--- src/rtl/lerp_pkg.sv ---
package lerp_pkg;
  localparam int WORD_W = 32;
  typedef logic signed [WORD_W-1:0] word_t;

  // Default calibration table: entry 0 is the band ceiling, 1..N-1 ascending.
  localparam int DEF_N = 8;
  localparam word_t DEF_X [DEF_N] = '{40700000, 0, 4070000, 10175000,
                                      20350000, 30525000, 36630000, 40700000};
  localparam word_t DEF_Y [DEF_N] = '{3650, -500, 200, 900,
                                      2100, 3000, 3700, 3650};

  typedef enum logic [2:0] {
    ST_IDLE, ST_SCALE, ST_CHECK, ST_SEARCH, ST_MUL, ST_DIV
  } state_t;
endpackage

--- src/rtl/lerp_rom.sv ---
module lerp_rom
  import lerp_pkg::*;
#(
  parameter int    N = DEF_N,
  parameter word_t TX [N] = DEF_X,
  parameter word_t TY [N] = DEF_Y,
  localparam int   IW = (N > 1) ? $clog2(N) : 1
) (
  input  logic [IW-1:0] hi_idx,
  input  logic [IW-1:0] lo_idx,
  output word_t         x_hi,
  output word_t         y_hi,
  output word_t         x_lo,
  output word_t         y_lo
);
  // Two asynchronous read ports over a constant table.
  always_comb begin
    x_hi = '0;
    y_hi = '0;
    x_lo = '0;
    y_lo = '0;
    if (int'(hi_idx) < N) begin
      x_hi = TX[hi_idx];
      y_hi = TY[hi_idx];
    end
    if (int'(lo_idx) < N) begin
      x_lo = TX[lo_idx];
      y_lo = TY[lo_idx];
    end
  end
endmodule

--- src/rtl/lerp_div.sv ---
module lerp_div #(
  parameter int  NUM_W = 66,
  parameter int  DEN_W = 33,
  localparam int CW    = $clog2(NUM_W + 1)
) (
  input  logic             clk,
  input  logic             rst,
  input  logic             start_i,
  input  logic [NUM_W-1:0] num_i,
  input  logic [DEN_W-1:0] den_i,
  output logic             done_o,
  output logic [NUM_W-1:0] quo_o
);
  logic [NUM_W-1:0] num_q;
  logic [DEN_W-1:0] den_q;
  logic [DEN_W:0]   rem_q;
  logic [NUM_W-1:0] quo_q;
  logic [CW-1:0]    cnt_q;
  logic             busy_q;
  logic             done_q;
  logic [DEN_W:0]   trial;
  logic             take;

  assign trial = {rem_q[DEN_W-1:0], num_q[NUM_W-1]};
  assign take  = (trial >= {1'b0, den_q});

  always_ff @(posedge clk) begin
    if (rst) begin
      num_q  <= '0;
      den_q  <= '0;
      rem_q  <= '0;
      quo_q  <= '0;
      cnt_q  <= '0;
      busy_q <= 1'b0;
      done_q <= 1'b0;
    end else begin
      done_q <= 1'b0;
      if (start_i && !busy_q) begin
        num_q  <= num_i;
        den_q  <= den_i;
        rem_q  <= '0;
        quo_q  <= '0;
        cnt_q  <= '0;
        busy_q <= 1'b1;
      end else if (busy_q) begin
        rem_q <= take ? (trial - {1'b0, den_q}) : trial;
        quo_q <= {quo_q[NUM_W-2:0], take};
        num_q <= num_q << 1;
        cnt_q <= cnt_q + 1'b1;
        if (cnt_q == CW'(NUM_W - 1)) begin
          busy_q <= 1'b0;
          done_q <= 1'b1;
        end
      end
    end
  end

  assign done_o = done_q;
  assign quo_o  = quo_q;


  div_rem_chk: assert property (@(posedge clk) disable iff (rst)
    done_q |-> (rem_q < {1'b0, den_q}));
endmodule

--- src/rtl/lerp_table_interp.sv ---
module lerp_table_interp
  import lerp_pkg::*;
#(
  parameter int    RAW_W     = 12,
  parameter int    SCALE_NUM = 101750,
  parameter int    SCALE_DEN = 10,
  parameter int    ERR_VALUE = -1000,
  parameter int    TAB_N     = DEF_N,
  parameter word_t TAB_X [TAB_N] = DEF_X,
  parameter word_t TAB_Y [TAB_N] = DEF_Y
) (
  input  logic             clk,
  input  logic             rst,
  input  logic             start_i,
  input  logic [RAW_W-1:0] raw_i,
  input  logic [RAW_W-1:0] offset_i,
  output logic             done_o,
  output logic             err_o,
  output logic [31:0]      result_o
);
  localparam int IW    = (TAB_N > 1) ? $clog2(TAB_N) : 1;
  localparam int SCALE = SCALE_NUM / SCALE_DEN;
  localparam int MAG_W = WORD_W + 1;
  localparam int NUM_W = 2 * MAG_W;

  state_t                  st;
  logic signed [RAW_W:0]   diff_q;
  word_t                   val_q, base_q, ylo_q, yhi_q, res_q;
  logic [IW-1:0]           idx_q;
  logic                    neg_q, done_q, err_q;
  logic [IW-1:0]           rd_hi, rd_lo;
  word_t                   x_hi, y_hi, x_lo, y_lo;
  logic signed [MAG_W-1:0] dy, dv, dx;
  logic [NUM_W-1:0]        prod;
  logic [MAG_W-1:0]        dx_mag;
  logic                    div_go, div_done;
  logic [NUM_W-1:0]        quo;

  function automatic logic [MAG_W-1:0] mag(input logic signed [MAG_W-1:0] a);
    return a[MAG_W-1] ? MAG_W'(-a) : MAG_W'(a);
  endfunction

  // Band check reads the ceiling (0) and floor (1); otherwise the segment.
  assign rd_hi = (st == ST_CHECK) ? '0 : idx_q;
  assign rd_lo = (st == ST_CHECK) ? IW'(1) : (idx_q - IW'(1));

  lerp_rom #(.N(TAB_N), .TX(TAB_X), .TY(TAB_Y)) u_rom (
    .hi_idx(rd_hi), .lo_idx(rd_lo),
    .x_hi(x_hi), .y_hi(y_hi), .x_lo(x_lo), .y_lo(y_lo)
  );

  always_comb begin
    dy     = {y_hi[WORD_W-1], y_hi} - {y_lo[WORD_W-1], y_lo};
    dv     = {val_q[WORD_W-1], val_q} - {x_lo[WORD_W-1], x_lo};
    dx     = {x_hi[WORD_W-1], x_hi} - {x_lo[WORD_W-1], x_lo};
    prod   = NUM_W'(mag(dy)) * NUM_W'(mag(dv));
    dx_mag = mag(dx);
    div_go = (st == ST_MUL);
  end

  lerp_div #(.NUM_W(NUM_W), .DEN_W(MAG_W)) u_div (
    .clk(clk), .rst(rst), .start_i(div_go),
    .num_i(prod), .den_i(dx_mag),
    .done_o(div_done), .quo_o(quo)
  );

  always_ff @(posedge clk) begin
    if (rst) begin
      st     <= ST_IDLE;
      diff_q <= '0;
      val_q  <= '0;
      base_q <= '0;
      ylo_q  <= '0;
      yhi_q  <= '0;
      res_q  <= '0;
      idx_q  <= '0;
      neg_q  <= 1'b0;
      done_q <= 1'b0;
      err_q  <= 1'b0;
    end else begin
      done_q <= 1'b0;
      case (st)
        ST_IDLE: if (start_i) begin
          diff_q <= $signed({1'b0, raw_i}) - $signed({1'b0, offset_i});
          st     <= ST_SCALE;
        end
        ST_SCALE: begin
          val_q <= word_t'(diff_q) * word_t'(SCALE);
          st    <= ST_CHECK;
        end
        ST_CHECK: begin
          if (val_q > x_hi || val_q < x_lo) begin
            res_q  <= word_t'(ERR_VALUE);
            err_q  <= 1'b1;
            done_q <= 1'b1;
            st     <= ST_IDLE;
          end else begin
            idx_q <= IW'(1);
            st    <= ST_SEARCH;
          end
        end
        ST_SEARCH: begin
          if (x_hi < val_q) begin
            if (idx_q == IW'(TAB_N - 1)) begin
              res_q  <= word_t'(ERR_VALUE);
              err_q  <= 1'b1;
              done_q <= 1'b1;
              st     <= ST_IDLE;
            end else begin
              idx_q <= idx_q + 1'b1;
            end
          end else begin
            st <= ST_MUL;
          end
        end
        ST_MUL: begin
          base_q <= y_lo;
          neg_q  <= dy[MAG_W-1] ^ dv[MAG_W-1] ^ dx[MAG_W-1];
          ylo_q  <= (y_lo < y_hi) ? y_lo : y_hi;
          yhi_q  <= (y_lo < y_hi) ? y_hi : y_lo;
          st     <= ST_DIV;
        end
        ST_DIV: if (div_done) begin
          res_q  <= neg_q ? (base_q - word_t'(quo)) : (base_q + word_t'(quo));
          err_q  <= 1'b0;
          done_q <= 1'b1;
          st     <= ST_IDLE;
        end
        default: st <= ST_IDLE;
      endcase
    end
  end

  assign done_o   = done_q;
  assign err_o    = err_q;
  assign result_o = res_q;


  done_pulse_chk: assert property (@(posedge clk) disable iff (rst)
    done_q |=> !done_q);

  err_value_chk: assert property (@(posedge clk) disable iff (rst)
    (done_q && err_q) |-> (res_q == word_t'(ERR_VALUE)));

  result_bounds_chk: assert property (@(posedge clk) disable iff (rst)
    (done_q && !err_q) |-> (res_q >= ylo_q && res_q <= yhi_q));

  segment_top_chk: assert property (@(posedge clk) disable iff (rst)
    (st == ST_MUL) |-> (val_q <= x_hi));

  segment_low_chk: assert property (@(posedge clk) disable iff (rst)
    (st == ST_MUL && idx_q > IW'(1)) |-> (val_q > x_lo));

  busy_start_chk: assert property (@(posedge clk) disable iff (rst)
    (st != ST_IDLE && start_i) |=> (st != ST_SCALE));
endmodule

--- config.mk ---
export PLATFORM = sky130hd
export DESIGN_NAME = lerp_table_interp
export DESIGN_NICKNAME = d
export VERILOG_FILES = /design/src/rtl/lerp_pkg.sv /design/src/rtl/lerp_rom.sv /design/src/rtl/lerp_div.sv /design/src/rtl/lerp_table_interp.sv
export SDC_FILE = /design/constraint.sdc
export NUM_CORES = 2
export LEC_CHECK = 0
export ABC_CLOCK_PERIOD_IN_PS = 15300
export BUFFER_PORTS_ARGS = -buffer_cell sky130_fd_sc_hd__clkbuf_2
export CELL_PAD_IN_SITES_DETAIL_PLACEMENT = 1
export CELL_PAD_IN_SITES_GLOBAL_PLACEMENT = 1
export CORE_ASPECT_RATIO = 2
export CORE_MARGIN = 2
export CORE_UTILIZATION = 51
export DETAILED_ROUTE_END_ITERATION = 6
export PLACE_DENSITY_LB_ADDON = 0.1
export SLEW_MARGIN = 20
export SYNTH_ARGS = -nofsm -noshare
export SYNTH_HDL_FRONTEND = slang
export SYNTH_HIERARCHICAL = 1
export SYNTH_SLANG_ARGS = --single-unit
--- constraint.sdc ---
create_clock -name clk -period 15.3 [get_ports clk]
set_clock_uncertainty 0.05 [all_clocks]
set_input_delay 1.53 -clock clk [delete_from_list [all_inputs] [get_ports clk]]
set_output_delay 1.53 -clock clk [all_outputs]
set_load 0.01 [all_outputs]
==> key figures <==
Yosys
  • Average size of a mapped cell: 8.18 um^2
  • Netlist Area Pre-Place: 0.0643 mm^2
  • Synth warnings: 6
  • Post-synthesis instance total: 7857

STA
  • Post-route minimum period: 14640 ps
  • Final Slew Violations: 0
  • Final hold slack: 408 ps
  • Final hold violations: 0
  • Endpoints failing setup: 0
  • Sum Neg Setup Slack: 0 ps
  • Setup WS post-layout: 663 ps
  • Fmax: 0.0683 GHz
  • Fin crit share: 0.957
  • Worst-margin pin slew: 1170 ps
  • Max-slew headroom: 0.218

GRT
  • Global-route wire length before repair: 359000 um
  • Gr ovfl total: 0
  • Vias in the first global route: 61400
  • Tot GR Track Use: 0.365
  • Largest net degree at the start of global routing: 105
  • Initial antenna violation count: 9

Place
  • Gpl congestion: 1.02
  • Placed cell count: 9380
  • Post-DP HPWL: 192000 um
  • PortBufs: 60
  • Pre-CTS WS: -36.9 ps

Layout
  • Share of cells above drive strength 1: 0.0645
  • Layout area overhead: 6.08%
  • Fill cells: 15300
  • Final #Nets: 9410
  • Finished Layout Cells: 9447

Critical path
  • Most common cell on crit path: fa_1
  • Reg2reg path depth: 51
  • Crit-path max cell delay: 580 ps
  • CP required: 15780 ps
  • Crit path launch type: flip-flop
  • Worst Setup End Kind: flip-flop
  • Worst R2R End: u_div/num_q[59]$_SDFFE_PP0P_
  • CP max FO: 17
  • Arr. time, crit path: 15110 ps
  • Slowest CP cell: fa_1
  • Worst R2R Setup Slack: 660 ps
  • Kind of critical path: reg2reg
  • Worst Setup SP: st[1]$_SDFFE_PP0P_
  • Crit Reg-Reg Startpoint: st[1]$_SDFFE_PP0P_

Drt
  • Via count: 55100
  • Drt first pass iters: 5
  • Per-cell routed wire length: 24.5 um
  • Detailed-route wire length: 231000 um
  • Vias/cell: 5.83
  • Post-route ant nets: 0
  • Drt initial violations: 3607
  • DRC errors left: 0

Clock tree
  • Total clock buffers created by CTS: 31
  • Clock slew at reported path FFs: 70 ps
  • Clk sinks: 287
  • Htree depth: 1
  • # hold bufs at CTS: 0
  • CTS tree: yes
  • CTS root buffer: clkbuf_16
  • Clk_lat worst skew: 680 ps
  • Longest Clk Path Bufs: 3

Flow run
  • Maxcap violations: 0

Min path
  • Hold path depth: 2
  • WHS Endpoint: u_div/den_q[13]$_SDFFE_PP0P_
  • HP Class: reg2reg
  • Hold path start: u_div/den_q[13]$_SDFFE_PP0P_

Outcome
  • Status: finished, final reports clean

Floorplan
  • IO Pins: 61
  • Die area: 0.129 mm^2
  • Die W: 255 um
  • Core area: 0.125 mm^2
  • Chip height: 506 um
  • Cell row count: 184
  • Starting Density: 0.513
## timing repair
action	in CTS	in global routing
endpoints found under the hold margin	0	0
cloned	0	1
resized for setup	1	29
pin swaps	0	1
setup endpoints to repair	2	17
buffers inserted	0	6
## final cells by class
cell class	count	area (um^2)	share of cell area
clock inverter	21	213	0.00312
tap	1674	2090	0.0307
inverter	1351	5080	0.0745
multi-input combinational	5805	52200	0.766
antenna	2	5.00	0.0000734
clock buffer	37	848	0.0124
sequential	287	5750	0.0843
timing repair buffer	270	1940	0.0285
## through the flow
stage / utilization / instance area (um^2)
after floorplan: - / 64300
after global placement: 0.533 / 66700
after detailed placement: 0.533 / 66800
after CTS: 0.542 / 67900
after global routing: 0.544 / 68200
final: 0.544 / 68200
## layer usage
layer  vias up  track usage  share of wire
met4         6        0.206          0.068
met3       566       0.0470          0.057
met5         -            0        0.00018
li1      24600            -              -
met1     28300        0.444           0.39
met2      1695        0.620           0.48
## worst max path at each step
stage	end	slack, ps
6_report	u_div/num_q[59]$_SDFFE_PP0P_	660
5_1_grt	u_div/num_q[59]$_SDFFE_PP0P_	-2
4_1_cts	u_div/num_q[59]$_SDFFE_PP0P_	90
3_5_place_dp	u_div/num_q[59]$_SDFFE_PP0P_	-40
3_3_place_gp	u_div/num_q[59]$_SDFFE_PP0P_	180
2_1_floorplan	u_div/num_q[59]$_SDFFE_PP0P_	2110
## registers in the layout, summed over array words and instances, names as in the netlist, 13 cells and up
name         cells
result_o        32
base_q          32
val_q           28
u_div/num_q     66
diff_q          13
u_div/quo_o     32
u_div/den_q     33
u_div/rem_q     33
## cell usage in the layout (no fill, tap or decap), types with 51 or more instances in the layout
cell type / count
xnor2_1: 204
o21ai_0: 227
fa_1: 1030
o21a_1: 62
mux2i_1: 116
buf_4: 203
a21oi_1: 471
a21o_1: 138
nor2_1: 823
and3_1: 51
nand2_1: 985
and2_1: 57
dfxtp_1: 286
inv_1: 1348
clkbuf_2: 59
ha_1: 607
nor3_1: 63
nor2b_1: 61
nand3_1: 70
xor2_1: 115
## worst max-delay path, delay by kind of cell, from the launching register on
kind | cells | cell delay (ps)
AOI/OAI and AO/OA | 16 | 4700
xor gates and xnor gates | 2 | 640
adders and majority gates | 11 | 4960
buffers and inverters | 11 | 1800
DFF | 1 | 480
muxes | 1 | 140
and+or+nand+nor | 10 | 1630
Power is left out: the tool's default activity adds up to more than one toggle a clock period on the data nets, which glitch-free logic cannot reach.
